## config.mk

```make
export PLATFORM = sky130hd
export DESIGN_NAME = supply_cfg_regs
export DESIGN_NICKNAME = d
export VERILOG_FILES = /design/src/rtl/supply_cfg_pkg.sv /design/src/rtl/supply_cfg_wo.sv /design/src/rtl/bkp_guard.sv /design/src/rtl/supply_cfg_regs.sv
export SDC_FILE = /design/constraint.sdc
export NUM_CORES = 1
export LEC_CHECK = 0
export BUFFER_PORTS_ARGS = -buffer_cell sky130_fd_sc_hd__buf_4
export CORE_ASPECT_RATIO = 1.75
export CORE_MARGIN = 3
export CORE_UTILIZATION = 50
export CTS_BUF_LIST = sky130_fd_sc_hd__clkbuf_8
export DETAILED_ROUTE_END_ITERATION = 16
export PLACE_DENSITY_LB_ADDON = 0.2
export SYNTH_ARGS = -nofsm -noshare
export SYNTH_HDL_FRONTEND = slang
export SYNTH_SLANG_ARGS = --single-unit
```

## constraint.sdc

```tcl
create_clock -name clk_i -period 1.92 [get_ports clk_i]
set_input_delay 0.384 -clock clk_i [delete_from_list [all_inputs] [get_ports clk_i]]
set_output_delay 0.384 -clock clk_i [all_outputs]
set_load 0.02 [all_outputs]
```

## src/rtl/supply_cfg_pkg.sv

```systemverilog
package supply_cfg_pkg;
  localparam int unsigned BYP_BIT    = 0;
  localparam int unsigned LDO_BIT    = 1;
  localparam int unsigned UPD_BIT    = 2;
  localparam int unsigned UNLOCK_BIT = 8;

  typedef enum logic [2:0] {
    SEL_CTRL   = 3'd0,
    SEL_BKP    = 3'd1,
    SEL_SUPPLY = 3'd2,
    SEL_STAT   = 3'd3
  } reg_sel_e;

  function automatic logic cfg_valid(input logic [7:0] v);
    return !(v[BYP_BIT] && v[LDO_BIT]);
  endfunction
endpackage

```

## src/rtl/supply_cfg_wo.sv

```systemverilog
module supply_cfg_wo
  import supply_cfg_pkg::*;
#(
  parameter int unsigned DATA_W  = 32,
  parameter logic [7:0]  LOW_RST = 8'h06
) (
  input  logic              clk_i,
  input  logic              por_ni,
  input  logic              wr_i,
  input  logic [DATA_W/8-1:0] be_i,
  input  logic [DATA_W-1:0] wdata_i,
  output logic [DATA_W-1:0] value_o,
  output logic              locked_o,
  output logic              levels_ok_o
);
  localparam int unsigned NB = DATA_W / 8;

  logic [7:0] low_q;
  logic       lock_q;
  logic       bad_q;
  logic       low_wr;

  assign low_wr = wr_i && be_i[0] && !lock_q;

  always_ff @(posedge clk_i or negedge por_ni) begin
    if (!por_ni) begin
      low_q  <= LOW_RST;
      lock_q <= 1'b0;
      bad_q  <= 1'b0;
    end else if (low_wr) begin
      lock_q <= 1'b1;
      if (cfg_valid(wdata_i[7:0])) low_q <= wdata_i[7:0];
      else                         bad_q <= 1'b1;
    end
  end

  assign value_o[7:0] = low_q;

  for (genvar b = 1; b < NB; b++) begin : g_lane
    logic [7:0] q;
    always_ff @(posedge clk_i or negedge por_ni) begin
      if (!por_ni)               q <= '0;
      else if (wr_i && be_i[b])  q <= wdata_i[b*8 +: 8];
    end
    assign value_o[b*8 +: 8] = q;
  end

  assign locked_o    = lock_q;
  assign levels_ok_o = !bad_q && (low_q[BYP_BIT] ^ low_q[LDO_BIT]);

  assert_lock_sticky_R2: assert property (@(posedge clk_i) disable iff (!por_ni)
    lock_q |=> lock_q);
  assert_low_frozen_R2: assert property (@(posedge clk_i) disable iff (!por_ni)
    lock_q |=> $stable(low_q));
  assert_invalid_dropped_R4: assert property (@(posedge clk_i) disable iff (!por_ni)
    (wr_i && be_i[0] && !lock_q && !cfg_valid(wdata_i[7:0]))
      |=> ($stable(low_q) && lock_q && !levels_ok_o));
  assert_bad_holds_R5: assert property (@(posedge clk_i) disable iff (!por_ni)
    !levels_ok_o && lock_q && !(low_q[BYP_BIT] ^ low_q[LDO_BIT]) |=> !levels_ok_o);
endmodule

```

## src/rtl/bkp_guard.sv

```systemverilog
module bkp_guard #(
  parameter int unsigned DATA_W = 32
) (
  input  logic                clk_i,
  input  logic                por_ni,
  input  logic                unlock_i,
  input  logic                wr_i,
  input  logic [DATA_W/8-1:0] be_i,
  input  logic [DATA_W-1:0]   wdata_i,
  output logic [DATA_W-1:0]   q_o
);
  localparam int unsigned NB = DATA_W / 8;

  for (genvar b = 0; b < NB; b++) begin : g_lane
    logic [7:0] q;
    always_ff @(posedge clk_i or negedge por_ni) begin
      if (!por_ni)                          q <= '0;
      else if (wr_i && unlock_i && be_i[b]) q <= wdata_i[b*8 +: 8];
    end
    assign q_o[b*8 +: 8] = q;
  end

  assert_locked_stable_R8: assert property (@(posedge clk_i) disable iff (!por_ni)
    !unlock_i |=> $stable(q_o));
endmodule

```

## src/rtl/supply_cfg_regs.sv

```systemverilog
module supply_cfg_regs
  import supply_cfg_pkg::*;
#(
  parameter int unsigned DATA_W = 32,
  parameter int unsigned ADDR_W = 5
) (
  input  logic              clk_i,
  input  logic              por_ni,
  input  logic              rst_ni,
  input  logic              wr_en_i,
  input  logic [ADDR_W-1:0] addr_i,
  input  logic [3:0]        be_i,
  input  logic [31:0]       wdata_i,
  output logic [31:0]       rdata_o,
  output logic              levels_ok_o
);
  localparam int unsigned NB = DATA_W / 8;
  localparam int unsigned WA = ADDR_W - 2;

  logic [WA-1:0]     word;
  logic              sys_rst_n;
  logic              unlock_q;
  logic              wr_ctrl, wr_bkp, wr_sup;
  logic [DATA_W-1:0] bkp_val, sup_val;
  logic              locked;

  assign word      = addr_i[ADDR_W-1:2];
  assign sys_rst_n = por_ni && rst_ni;
  assign wr_ctrl   = wr_en_i && (word == WA'(SEL_CTRL));
  assign wr_bkp    = wr_en_i && (word == WA'(SEL_BKP));
  assign wr_sup    = wr_en_i && (word == WA'(SEL_SUPPLY));

  always_ff @(posedge clk_i or negedge sys_rst_n) begin
    if (!sys_rst_n)                         unlock_q <= 1'b0;
    else if (wr_ctrl && be_i[UNLOCK_BIT/8]) unlock_q <= wdata_i[UNLOCK_BIT];
  end

  supply_cfg_wo #(.DATA_W(DATA_W)) u_supply (
    .clk_i       (clk_i),
    .por_ni      (por_ni),
    .wr_i        (wr_sup),
    .be_i        (be_i[NB-1:0]),
    .wdata_i     (wdata_i[DATA_W-1:0]),
    .value_o     (sup_val),
    .locked_o    (locked),
    .levels_ok_o (levels_ok_o)
  );

  bkp_guard #(.DATA_W(DATA_W)) u_bkp (
    .clk_i    (clk_i),
    .por_ni   (por_ni),
    .unlock_i (unlock_q),
    .wr_i     (wr_bkp),
    .be_i     (be_i[NB-1:0]),
    .wdata_i  (wdata_i[DATA_W-1:0]),
    .q_o      (bkp_val)
  );

  always_comb begin
    rdata_o = '0;
    case (word)
      WA'(SEL_CTRL):   rdata_o[UNLOCK_BIT] = unlock_q;
      WA'(SEL_BKP):    rdata_o = 32'(bkp_val);
      WA'(SEL_SUPPLY): rdata_o = 32'(sup_val);
      WA'(SEL_STAT):   rdata_o[1:0] = {locked, levels_ok_o};
      default:         rdata_o = '0;
    endcase
  end

  assert_sysrst_keeps_lock_R7: assert property (@(posedge clk_i) disable iff (!por_ni)
    (locked && !rst_ni) |=> locked);
  assert_unlock_cleared_R7: assert property (@(posedge clk_i) disable iff (!por_ni)
    !rst_ni |-> !unlock_q);
endmodule

```

# Word-level counts from Yosys, hierarchy flattened
# Index checks and enable logic that the tools add are counted.
# classes
n_eq_ne,3
n_mux,4
n_bitwise,2
reduce_logical,22
# ops
op,n
case mux 23 bit (2 select lines),1
logical AND 1 bit,17
case mux 6 bit (2 select lines),1
"== test 3 x 2 -> 1 bit, second input constant",2
case mux 2 bit (3 select lines),1
AND reduction 2 bit,2
"== test 3 x 1 -> 1 bit, second input constant",1
logical NOT 3 bit,1
case mux 1 bit (3 select lines),1
logical NOT 1 bit,2
inverter 1 bit,1
XOR 1 bit,1
# word_totals
register_bits,67
in_bits,45
output_inout_bits,33
wordCells,42

# Longest topological paths before layout
# Gate-level depths: netlist (run 1).
# depth
ltp_word,5
mapped_depth,5
depth_no_buf,3

# By module
# A second synthesis (run 1) with hierarchy kept.
# hier_totals
cells_unflattened,204
area_unflattened_um2,3001.6
# modules_own_cells
module,instances,cells_per_inst,area_per_inst_um2,seq_area_each_um2
supply_cfg_wo,1,80,1333.8,853.3
bkp_guard,1,68,1201.2,800.8
supply_cfg_regs,1,56,466.7,25.0

# Worst setup path before layout (run 1)
# No wires, ideal clock.
# synth_timing
kind,input to output
from,in addr_i[4]
to,out rdata_o[21]
arrival_time_ns,1.464
required_time_ns,1.536
path_slack_ns,0.072
stages,5
n_path_buf,3
cell_sequence,buf_2 -> nor3b_2 -> buf_2 -> buf_2 -> a22o_1
# synth_via
elab_chain_cells,2
word_cells_on_any_way,3
classes_between,eq/ne: 2; mux: 1
# synth_rtl
element,line_no,source
"start, declared",supply_cfg_regs.sv:11,"input logic [ADDR_W-1:0] addr_i,"
== test 3 x 2 -> 1 bit or == test 3 x 1 -> 1 bit (tied branches),supply_cfg_regs.sv:61,case (word)
case mux 23 bit (2 select lines) *,supply_cfg_regs.sv:61,
"end, declared",supply_cfg_regs.sv:14,"output logic [31:0] rdata_o,"
# Every way passes the cells marked *; elsewhere a longest branch is shown, timed or not.

# Worst setup path in the final report (run 1)
# layout_timing
from,reg u_supply.low_q[1]
to,out rdata_o[0]
# layout_via
elab_chain_cells,3
# layout_rtl
element,line_no,source
"start, declared",supply_cfg_wo.sv:18,logic [7:0] low_q;
"start signal, assigned",supply_cfg_wo.sv:32,if (cfg_valid(wdata_i[7:0])) low_q <= wdata_i[7:0];
XOR 1 bit,supply_cfg_wo.sv:49,assign levels_ok_o = !bad_q && (low_q[BYP_BIT] ^ low_q[LDO_BIT]);
logical AND 1 bit,supply_cfg_wo.sv:49,
case mux 2 bit (3 select lines),supply_cfg_regs.sv:61,
# Every way passes these cells.

==> flow_results.org, run 1 <==
** Outcome
- The flow ran to the end, and the final reports show no timing, DRC or antenna violations.

** Yosys
- In this run the cell area of the synthesized design comes to 3030 µm².
- The synthesized design contains 67 register bits.
- Yosys synthesis warning count :: 0
- Post-synthesis area per instance :: 14.1 µm²
- Post-synthesis sequential area ratio :: 0.554
- The synthesized netlist contains 29 unique library cells.
- Synth Instances :: 215
- The number of nets handed over by synthesis was 260.

** Final layout
- Layout-stage area growth over the synthesis result :: 29.6%
- 0 antenna diodes ended up in the layout.
- Of the cells placed in the final design, the portion with a size suffix greater than 1 is 0.574.
- After the last flow step, the layout net total stands at 343.
- Final standard cell area without fillers :: 3930 µm²
- End-of-flow core utilization :: 0.687

** Timing
- For the pin with the worst max-slew slack, the measured transition is 0.521 ns.
- For the final database, setup skew stands at 0.0114 ns.
- Remaining max-slew budget at the tightest pin :: 0.653
- Timing would allow up to 0.547 GHz.
- Fin crit share :: 0.952
- Count of endpoints failing setup in the final report :: 0
- Max-slew violation count :: 0
- Total Neg Setup Slack :: 0 ns
- For the finished layout, the period the worst path requires is 1.83 ns.
- Final hold violation count :: 0
- RSZ-0062 raised after global routing :: no

** Detailed routing
- Detailed Route Iter0 Violations :: 108
- The count of nets left with antenna violations once routing finished came out at 0.
- Before antenna repair, the detailed router went through 4 iterations.
- Dividing the detail-routed wire length by the instance count gives 16.7 µm.
- After detailed routing, the number of remaining DRC violations is 0.
- Dividing the detail-routed via count by the number of cells gives 5.51.
- Via count :: 2088
- Wires add up to 6.33 mm.

** Clock network
- Clock tree from TritonCTS :: yes
- Number of gates resized after cts :: 0
- Clock transition at the registers of the reported paths :: 0.07 ns
- In this run the clock root is driven by a clkbuf_8.
- CTS saw 67 sinks.
- Clock insertion delay at the later pin of the skew report :: 0.33 ns
- The H-tree was split into 3 levels.
- Once the clock tree was built, the setup fixing pass inserted 0 buffers.
- Worst-case clock buffer depth :: 2
- After clock tree synthesis, the flow added hold-fix buffers numbering 1.
- Clock tree synthesis inserted a total of 9 buffers.

** Power
- The design draws 3.67 mW.
- Maximum resistive drop on vdd :: 0.000730 V
- Pwr Density :: 933 nW/µm²
- Lkg Pwr :: 1.88 nW

** Placement
- The wire-length estimate of the detail-placed layout is 4.55 mm.
- Summing all placed instances gives a cell area of 3740 µm².
- Weighted congestion at the end of routability-driven global placement :: 0.723
- Port buffering added 75 buffers.

** Global routing
- Aggregate global-route resource usage :: 0.192
- Entering global routing, the biggest net connects 41 pins.
- The first global-routing pass estimated 10.2 mm of wire.
- The initial antenna violation count came to 0.
- After global routing the overflow that remains totals 0.
- Number of global-route vias before repair :: 2161

** Setup path
- Worst setup path startpoint :: u_supply.low_q[1]$_DFFE_PN1P_
- Worst reg2reg path startpoint :: unlock_q$_DFFE_PN0P_
- Data arrives at the worst endpoint at 1.44 ns.
- Critical setup path kind :: flop to primary output
- Critical Path Sink Type :: primary output
- For the worst setup path, the data required time is 1.54 ns.
- Of all nets on the critical path, the largest fanout is 3.
- Nature of the critical path startpoint :: flop

** Flow run
- Max-cap violations in this run came to 0.

** Floorplanning
- Height of the die :: 109 µm
- The floorplan step defined a core boundary enclosing 5720 µm².
- Starting utilization of the core area :: 0.530
- During I/O placement, the number of pins put on the boundary was 78.
- Row generation in the floorplan step produced 36 rows.
- The die covers 7070 µm².
- Die width :: 64.9 µm

** Worst hold path
- Kind of path behind the tightest hold check :: input port to asynchronous set/reset pin
## final cells by class
type / count / area (µm²)
clock buffers: 11 / 151
clock inverters: 5 / 28.8
fillers: 455 / 1790
inverters: 1 / 3.75
multi-input cells: 136 / 1310
flip-flops and latches: 67 / 1680
well taps: 76 / 95.1
repair buffers: 83 / 663
## routing by layer
| metal | share of wire | GRT usage |
|---|---|---|
| met4 | 0.0074 | 0.0726 |
| met5 | 0 | 0 |
| met1 | 0.40 | 0.231 |
| met2 | 0.54 | 0.330 |
| met3 | 0.052 | 0.0464 |
## path summary, 6_finish.rpt
path / end / slack, ns / cells after the start
worst max-delay path: rdata_o[0] / 0.09 / 4
worst min-delay path: u_supply.g_lane[1].q[5]$_DFFE_PN0P_ / 0.02 / 1
worst max register to register: u_bkp.g_lane[1].q[7]$_DFFE_PN0P_ / 0.39 / 4
worst min register to register: u_bkp.g_lane[3].q[2]$_DFFE_PN0P_ / 0.51 / 1
max in group asynchronous: u_supply.low_q[2]$_DFFE_PN1P_ / 1.29 / 2
min in group clk_i: u_bkp.g_lane[0].q[2]$_DFFE_PN0P_ / 0.28 / 2
## cell families after synthesis
group | share of synthesized area
multiplexers | 0.241
AND/OR/NAND/NOR | 0.0825
flip-flops | 0.554
buffers and inverters | 0.0186
AO/OA/AOI/OAI | 0.101
XOR/XNOR | 0.00289
## report_power, final
part	internal (mW)	leakage, nW	switching [mW]
Combinational	0.437	0.936	0.313
Clock	0.529	0.0925	0.503
Sequential	1.73	0.854	0.160
Total	2.69	1.88	0.976
## cell usage after synthesis
| cell type | number | area, µm² |
|---|---|---|
| a21oi_1 | 2 | 10.0 |
| a22o_1 | 29 | 254 |
| and2_1 | 1 | 6.26 |
| buf_2 | 9 | 45.0 |
| clkbuf_1 | 2 | 7.51 |
| dfrtp_1 | 65 | 1630 |
| dfstp_2 | 2 | 52.6 |
| inv_1 | 1 | 3.75 |
| mux2_2 | 64 | 721 |
| mux2i_1 | 1 | 10.0 |
| nand2_1 | 6 | 22.5 |
| nand2b_1 | 1 | 6.26 |
| nand3_1 | 1 | 5.00 |
| nand3b_1 | 3 | 22.5 |
| nand4_2 | 4 | 50.1 |
| nand4bb_1 | 1 | 11.3 |
| nor2_1 | 3 | 11.3 |
| nor2_4 | 4 | 45.0 |
| nor2b_1 | 2 | 12.5 |
| nor3_1 | 2 | 10.0 |
| nor3b_1 | 1 | 7.51 |
| nor3b_2 | 2 | 25.0 |
| nor4_1 | 1 | 6.26 |
| o21a_1 | 1 | 7.51 |
| o21ai_0 | 2 | 10.0 |
| o21bai_1 | 1 | 7.51 |
| o22a_1 | 2 | 17.5 |
| or3b_2 | 1 | 8.76 |
| xnor2_1 | 1 | 8.76 |
## sequential cells by signal, indices dropped and copies added (netlist names)
name / count
u_bkp.g_lane.q: 32
u_supply.g_lane.q: 24
u_supply.low_q: 8
u_supply.bad_q: 1
u_supply.locked_o: 1
unlock_q: 1
## cell usage in the layout (no fill, tap or decap), drive strengths merged, types with 3 or more instances in the layout
| master | instances |
|---|---|
| nor2 | 7 |
| nor3b | 3 |
| nand2 | 6 |
| dfrtp | 65 |
| buf | 82 |
| mux2 | 64 |
| clkbuf | 11 |
| nand3b | 3 |
| nand4 | 4 |
| a22o | 29 |
## critical path, stage by stage (launching register included)
cell and delay, ns:
dfstp_2 0.56, xnor2_1 0.15, nor3b_1 0.08, o21a_1 0.18, buf_4 0.15
## metrics by stage
step           worst slack (ns)  hold WS, ns  instances
2_1_floorplan            0.0716       0.0884        215
3_3_place_gp              0.123        0.273        362
3_5_place_dp              0.105        0.260        362
4_1_cts                  0.0716       0.0281        379
5_1_grt                0.000704       0.0382        379
6_report                 0.0914       0.0249        379
Note: power is estimated with default switching activity, not from simulation.
==> run 2, diff against run 1 <==
==> constraint.sdc (replaced) <==
create_clock -name clk_i -period 1.92 [get_ports clk_i]
set_input_delay 0.288 -clock clk_i [delete_from_list [all_inputs] [get_ports clk_i]]
set_output_delay 0.288 -clock clk_i [all_outputs]
set_load 0.02 [all_outputs]
==> run 2 against run 1 <==
Core utilization about the same. Register-to-register slack improved by 0.08 ns. Clock skew decreased by 0.0060 ns. Power increased by 2.5%. Worst setup slack improved by 0.086 ns. Critical path type unchanged. Die area unchanged. Routed wire length decreased by 1.0%. First-iteration DRC count decreased by 37%. Highest routed layer unchanged. Non-clock buffer count decreased by 2. Maximum frequency increased by 4.9%. Count of clock-buffer cells in the layout decreased by 1. Sequential power about the same.
==> flow_results.org, run 2 (synthesis results as in run 1) <==
** Outcome
- Result of the run :: completed

** Power
- Pwr Density :: 957 nW/µm²
- The share of total power dissipated in the clock network is 0.302.
- The analysis attributes to cell leakage a power of 1.88 nW.
- Of the total power, combinational logic draws 0.198.
- Switching component of the power :: 0.978 mW
- Internal cell power :: 2.78 mW
- VDD sags by at most 0.000563 V.
- Net Sw Frac :: 0.260
- Total Power Consumption :: 3.76 mW
- The share of total power dissipated in sequential elements is 0.500.

** Detailed routing
- Using the TritonRoute via totals, the vias-per-cell ratio works out to 5.43.
- Via count :: 2048
- The first TritonRoute pass finished after 4 iterations.
- In this run, the number of DRC markers left after iteration 0 of detailed routing was 68.
- Dividing the detail-routed wire length by the instance count gives 16.6 µm.
- In this run the remaining antenna-violating nets after routing total 0.
- After detailed routing, the number of remaining DRC violations is 0.
- Summed over all layers, the routed wires come to 6.27 mm.

** Placement
- The congestion estimate from routability-driven global placement came to 0.759.
- Number of port buffers :: 75
- Dpl hpwl :: 4.35 mm

** Setup path
- Data arrival time of the worst path :: 1.45 ns
- STA puts the critical path data required time at 1.63 ns.
- STA classifies the critical path endpoint as a primary output.
- Nature of the critical path startpoint :: flop
- Largest fanout on the critical path :: 3
- Critical setup path kind :: flop to primary output

** Final layout
- Total number of nets in the final design :: 341
- The largest registers in the layout are u_bkp.g_lane.q (32), u_supply.g_lane.q (24), u_supply.low_q (8).
- The area growth from synthesis to layout is 29.7%.
- Antenna diode instance count :: 0
- More flip-flops sit in one register than any other, and that register is u_bkp.g_lane.q.
- Proportion of layout cells with a drive suffix above 1 :: 0.568
- The register with the most flip-flops in the layout has 32 of them.
- Leaving out fill and tap cells, the most frequent cell in the layout is buf_4.
- After filler insertion, the fill cell instance count of the layout stands at 451.
- In the layout the commonest cells are 76 x buf_4, 65 x dfrtp_1, 64 x mux2_2.

** Global routing
- For this run, the total global-route usage over all layers was measured as 0.192.
- Entering global routing, the biggest net connects 41 pins.
- Overflow left after global routing :: 0
- Wire length of the first global-routing pass :: 10.3 mm
- The initial antenna violation count is 0.
- The number of global-route vias before repair came to 2200.

** Timing
- Maximum clock frequency :: 0.574 GHz
- Clock period minus final worst setup slack :: 1.74 ns
- Final hold violation count :: 0
- RSZ-0062 raised after global routing :: no
- Remaining max-slew budget at the tightest pin :: 0.662
- The clock arrives with 0.00534 ns of skew.
- Count of endpoints failing setup in the final report :: 0
- The number of slew-limit violations in the final report came to 0.
- Actual slew at the worst max-slew pin :: 0.508 ns
- Total Neg Setup Slack :: 0 ns
- Fin crit share :: 0.908

** Clock network
- CTS root buf :: clkbuf_8
- Sink count of the clock tree :: 67
- The clock passes through at most 2 buffers.
- CTS buffer count :: 9
- TritonCTS built the clock tree.
- CTS H-tree depth :: 3
- Clock transition at the registers of the reported paths :: 0.07 ns
- The later pin in the worst-skew pair is clocked with a latency of 0.34 ns.
- In this run, post-CTS repair resized a total of 0 instances.

** Floorplanning
- Die width :: 64.9 µm
- The initial utilization of the core area, before any placement, comes to 0.530.
- The die is 109 µm tall.
- Std-Cell Core Area :: 5720 µm²
- Row generation in the floorplan step produced 36 rows.
- The floorplan step defined a die boundary enclosing 7070 µm².
- Io pins :: 78

** Worst hold path
- The min-delay analysis places its worst path in the category input port to flop.

** Flow run
- Reported max-cap violation count :: 0
[run 2: cell count changes in the layout (fill, tap and decap cells not counted)]
| cell | previous run | this run |
|---|---|---|
| buf_4 | 79 | 76 |
| bufinv_16 | 0 | 1 |
| clkbuf_8 | 11 | 10 |
| dlygate4sd3_1 | 1 | 2 |
| clkinv_2 | 2 | 3 |
| clkinvlp_4 | 2 | 1 |
[run 2: stage by stage]
stage	hold slack, ns	setup slack [ns]	utilization	cells	instance area (µm²)
floorplan	-0.00759	0.264	-	215	3030
global placement	0.168	0.243	0.650	359	3720
detailed placement	0.170	0.231	0.650	359	3720
CTS	0.171	0.164	0.687	377	3930
global route	0.176	0.0720	0.687	377	3930
finish	0.186	0.178	0.687	377	3930
[run 2: worst paths after layout]
| check | startpoint | to | depth (start not counted) | slack (ns) |
|---|---|---|---|---|
| max in group asynchronous | por_ni | u_supply.low_q[2]$_DFFE_PN1P_ | 3 | 0.85 |
| worst min register to register | u_supply.g_lane[1].q[2]$_DFFE_PN0P_ | u_supply.g_lane[1].q[2]$_DFFE_PN0P_ | 1 | 0.51 |
| min in group asynchronous | rst_ni | unlock_q$_DFFE_PN0P_ | 3 | 0.36 |
| worst min-delay path | wdata_i[6] | u_bkp.g_lane[0].q[6]$_DFFE_PN0P_ | 2 | 0.19 |
| worst max register to register | unlock_q$_DFFE_PN0P_ | u_bkp.g_lane[1].q[5]$_DFFE_PN0P_ | 4 | 0.47 |
| worst max-delay path | u_supply.low_q[1]$_DFFE_PN1P_ | rdata_o[0] | 4 | 0.18 |
[run 2: power groups by stage]
stage | combinational [mW] | sequential, mW | clock, mW
final | 0.745 | 1.88 | 1.14
after global routing | 0.817 | 1.92 | 1.22
after CTS | 0.757 | 1.88 | 1.16
after detailed placement | 0.752 | 1.91 | 0
after global placement | 0.731 | 1.89 | 0
after floorplan | 0.487 | 1.86 | 0
[run 2: final cells by class]
class,count,area [µm²],area share
tap,76,95.1,0.0242
inverter,1,3.75,0.000955
multi-input combinational,136,1310,0.333
sequential,67,1680,0.427
clock inverter,6,56.3,0.0143
timing repair buffer,81,651,0.165
clock buffer,10,138,0.0350
[run 2: layer usage]
layer	vias to the layer above	wire [µm]	global-route usage
met3	9	299	0.0505
met1	1030	2570	0.228
li1	961	-	-
met5	-	0	0
met2	48	3310	0.329
met4	0	85	0.0772
[run 2: what timing repair did]
action | 4_1_cts | 5_1_grt
endpoints found under the setup margin | 0 | 0
hold endpoints to repair | 38 | 0
setup buffers | 0 | 0
hold buffers | 2 | 0
[run 2: critical path, stage by stage, from the launching register on]
cell     delay, ns
dfstp_2       0.55
xnor2_1       0.08
nor3b_1       0.21
o21a_1        0.15
buf_4         0.13
==> run 3, diff against run 2 <==
Settings changed: CTS_BUF_LIST sky130_fd_sc_hd__clkbuf_8 to default, SKIP_LAST_GASP from default to 1.
Clock period 1.92 ns to 2.1 ns, I/O delays scaled along.
==> run 3 against run 2 <==
Sequential power down 9%. Non-clock buffer count down 2. Via count up 0.49%. Final cell count down 0.53%. Register-to-register slack better by 0.21 ns. Cell area about the same. Clock skew up 0.0018 ns. Die area unchanged. Core utilization up 0.066 points. Critical path type unchanged. Critical endpoint unchanged.
==> flow_results.org, run 3 (synthesis results as in run 1) <==
** Final layout
- Seq. cell area :: 1680 µm²
- End-of-flow core utilization :: 0.688
- Footprint of the multi-input gates :: 1310 µm²
- Proportion of layout cells with a drive suffix above 1 :: 0.569
- Final standard cell area without fillers :: 3940 µm²
- Most frequent cells in the layout :: 76 x buf_4, 65 x dfrtp_1, 64 x mux2_2
- The library cell used most frequently in the layout, excluding fill and tap cells, is buf_4.
- Antenna diode instance count :: 0
- From synthesis to final layout, the design area changed by 29.8%.
- Counting the fill cells in the layout gives 439.
- The final layout contains 339 nets.
- Biggest regs :: u_bkp.g_lane.q (32), u_supply.g_lane.q (24), u_supply.low_q (8)
- The register with the most flip-flops in the layout has 32 of them.
- Register ranked first by flip-flop count :: u_bkp.g_lane.q

** Timing
- Dividing the final minimum period by the clock period gives 0.844.
- In this run the tightest slew margin relative to its limit is 0.449.
- RSZ-0062 raised after global routing :: no
- Adding up every negative setup slack in the final design gives 0 ns.
- Setup violations remaining at the end of the flow were counted as 0.
- Setup slack of the critical path after layout :: 0.329 ns
- Final hold violation count :: 0
- Max-slew violation count :: 0
- Maximum clock frequency :: 0.565 GHz
- Across the routed clock network, the largest skew measured is 0.00716 ns.
- Subtracting the final worst setup slack from the clock period gives 1.77 ns.
- For the pin with the worst max-slew slack, the measured transition is 0.827 ns.

** Flow run
- The tool flagged a number of max-cap violations equal to 0.

** Detailed routing
- Mean routed wirelength per cell :: 16.8 µm
- Antenna viol nets, final :: 0
- First drt pass iteration count :: 4
- Via count :: 2058
- Number of design rule violations left after detail routing :: 0
- The final layout contains routed wiring with a total length of 6.29 mm.
- Average via count per standard cell :: 5.49
- The first routing iteration left 96 violations.

** Setup path
- Critical Path Max Stage Delay :: 0.55 ns
- Flop-to-flop setup slack :: 0.68 ns
- For the worst setup path, the data arrival time is 1.46 ns.
- STA classifies the critical path startpoint as a flop.
- Of all nets on the critical path, the largest fanout is 3.
- Cell type group with the largest total delay on the critical path :: flip-flops
- The critical path goes through xnor2_1, nor3b_1, o21a_1, buf_4.
- Worst path required time :: 1.78 ns
- Critical setup path kind :: flop to primary output
- The worst setup path is captured at a primary output.
- Critical path's slowest cell :: dfstp_2
- Together, buffers and inverters on the worst path number 1.

** Power
- Maximum resistive drop on vdd :: 0.000672 V
- Total Power Consumption :: 3.60 mW
- Summed over all cells, the static leakage comes to 1.88 nW.
- Dividing total power by cell area gives a power density of 915 nW/µm².

** Global routing
- Across every metal layer, demand over resource in global routing totals 0.192.
- Number of global-route vias before repair :: 2118
- The first global-routing pass estimated 10.2 mm of wire.
- For this run, global-route usage on met3 was measured as 0.0536.
- Overflow left after global routing :: 0
- Entering global routing, the biggest net connects 68 pins.
- Met1 Use GR :: 0.223
- Grt met2 use :: 0.332
- The initial antenna violation count is 0.
- Most Crowded Layer GR :: met2

** Clock network
- Clock tree from TritonCTS :: yes
- CTS buffer count :: 9
- Sink count of the clock tree :: 67
- Clock latency on the worst-skew pair, taken at its later pin, is 0.34 ns.
- CTS H-tree depth :: 3
- Number of gates resized after cts :: 0
- CTS root buf :: clkbuf_8
- Clock transition at the registers of the reported paths :: 0.07 ns
- No sink is reached through more buffers than the 2 on the longest clock path.
- Post-CTS setup-driven buffer insertion count :: 0

** Placement
- Prior to clock tree synthesis, the placed netlist has a worst setup slack of 0.373 ns.
- Buffers placed on the I/O ports in this run total 75.
- Weighted congestion at the end of routability-driven global placement :: 0.743
- The wire-length estimate of the detail-placed layout is 4.33 mm.
- Once placement finished, the instance area stood at 3700 µm².

** Floorplanning
- Die footprint :: 7070 µm²
- In this run the vertical extent of the chip is 109 µm.
- For this configuration, the core starts out at a cell density of 0.530.
- Io pins :: 78
- In this run the horizontal extent of the chip is 64.9 µm.
- Std-Cell Core Area :: 5720 µm²
- In this run the core area contains 36 standard-cell rows.

** Worst hold path
- The path class of the tightest hold or removal check is input port to asynchronous set/reset pin.

** Outcome
- Result of the run :: completed
run 3: cell count changes in the layout (fill, tap and decap cells not counted), sizes merged:
| cell | change |
|---|---|
| clkbuf | +2 |
| dlygate4sd3 | -1 |
| bufinv | +1 |
| buf | -1 |
| inv | -1 |
| clkinv | -2 |
run 3: report_power, final:
| part | internal [mW] | switching [mW] | leakage, nW |
|---|---|---|---|
| Combinational | 0.392 | 0.285 | 0.911 |
| Sequential | 1.58 | 0.143 | 0.854 |
| Clock | 0.732 | 0.470 | 0.113 |
| Total | 2.70 | 0.897 | 1.88 |
run 3: worst paths after layout:
check                                                    startpoint                                  end  cells after the start
worst max-delay path                  u_supply.low_q[1]$_DFFE_PN1P_                           rdata_o[0]                      4
worst min-delay path                                         por_ni     u_bkp.g_lane[1].q[5]$_DFFE_PN0P_                      1
worst max register to register                 unlock_q$_DFFE_PN0P_     u_bkp.g_lane[1].q[0]$_DFFE_PN0P_                      4
worst min register to register  u_supply.g_lane[3].q[3]$_DFFE_PN0P_  u_supply.g_lane[3].q[3]$_DFFE_PN0P_                      1
max in group asynchronous                                    por_ni                 unlock_q$_DFFE_PN0P_                      2
min in group clk_i                                       wdata_i[4]        u_supply.low_q[4]$_DFFE_PN0P_                      2
run 3: per-stage QoR:
| stage | std cells | hold WS [ns] |
|---|---|---|
| 4_1_cts | 375 | 0.0988 |
| 5_1_grt | 375 | 0.140 |
| 6_report | 375 | 0.0600 |
| 3_5_place_dp | 358 | 0.200 |
| 3_3_place_gp | 358 | 0.195 |
| 2_1_floorplan | 215 | 0.0194 |
run 3: area by class of cell:
class	count	share of cell area
Clock buffer	12	0.0394
Clock inverter	4	0.0184
Inverter	1	0.000954
Multi-Input combinational cell	136	0.333
Sequential cell	67	0.427
Tap cell	76	0.0242
Timing Repair Buffer	79	0.158
run 3: repair_timing:
item                                   CTS  global route
hold buffers                             1             0
setup endpoints to repair                0             0
endpoints found under the hold margin    1             0
run 3: worst reg2reg max path: cells and delay by family (launching register included):
family | cells | cell delay (ns)
mux | 1 | 0.38
flops | 1 | 0.36
buf+inv | 1 | 0.19
simple gates | 2 | 0.38
run 3: layer usage:
metal,wire length [µm],share of wire,up-vias
met1,2500,0.40,1035
met2,3320,0.53,55
li1,-,-,959
met4,107,0.017,0
met5,0,0,-
met3,361,0.057,9
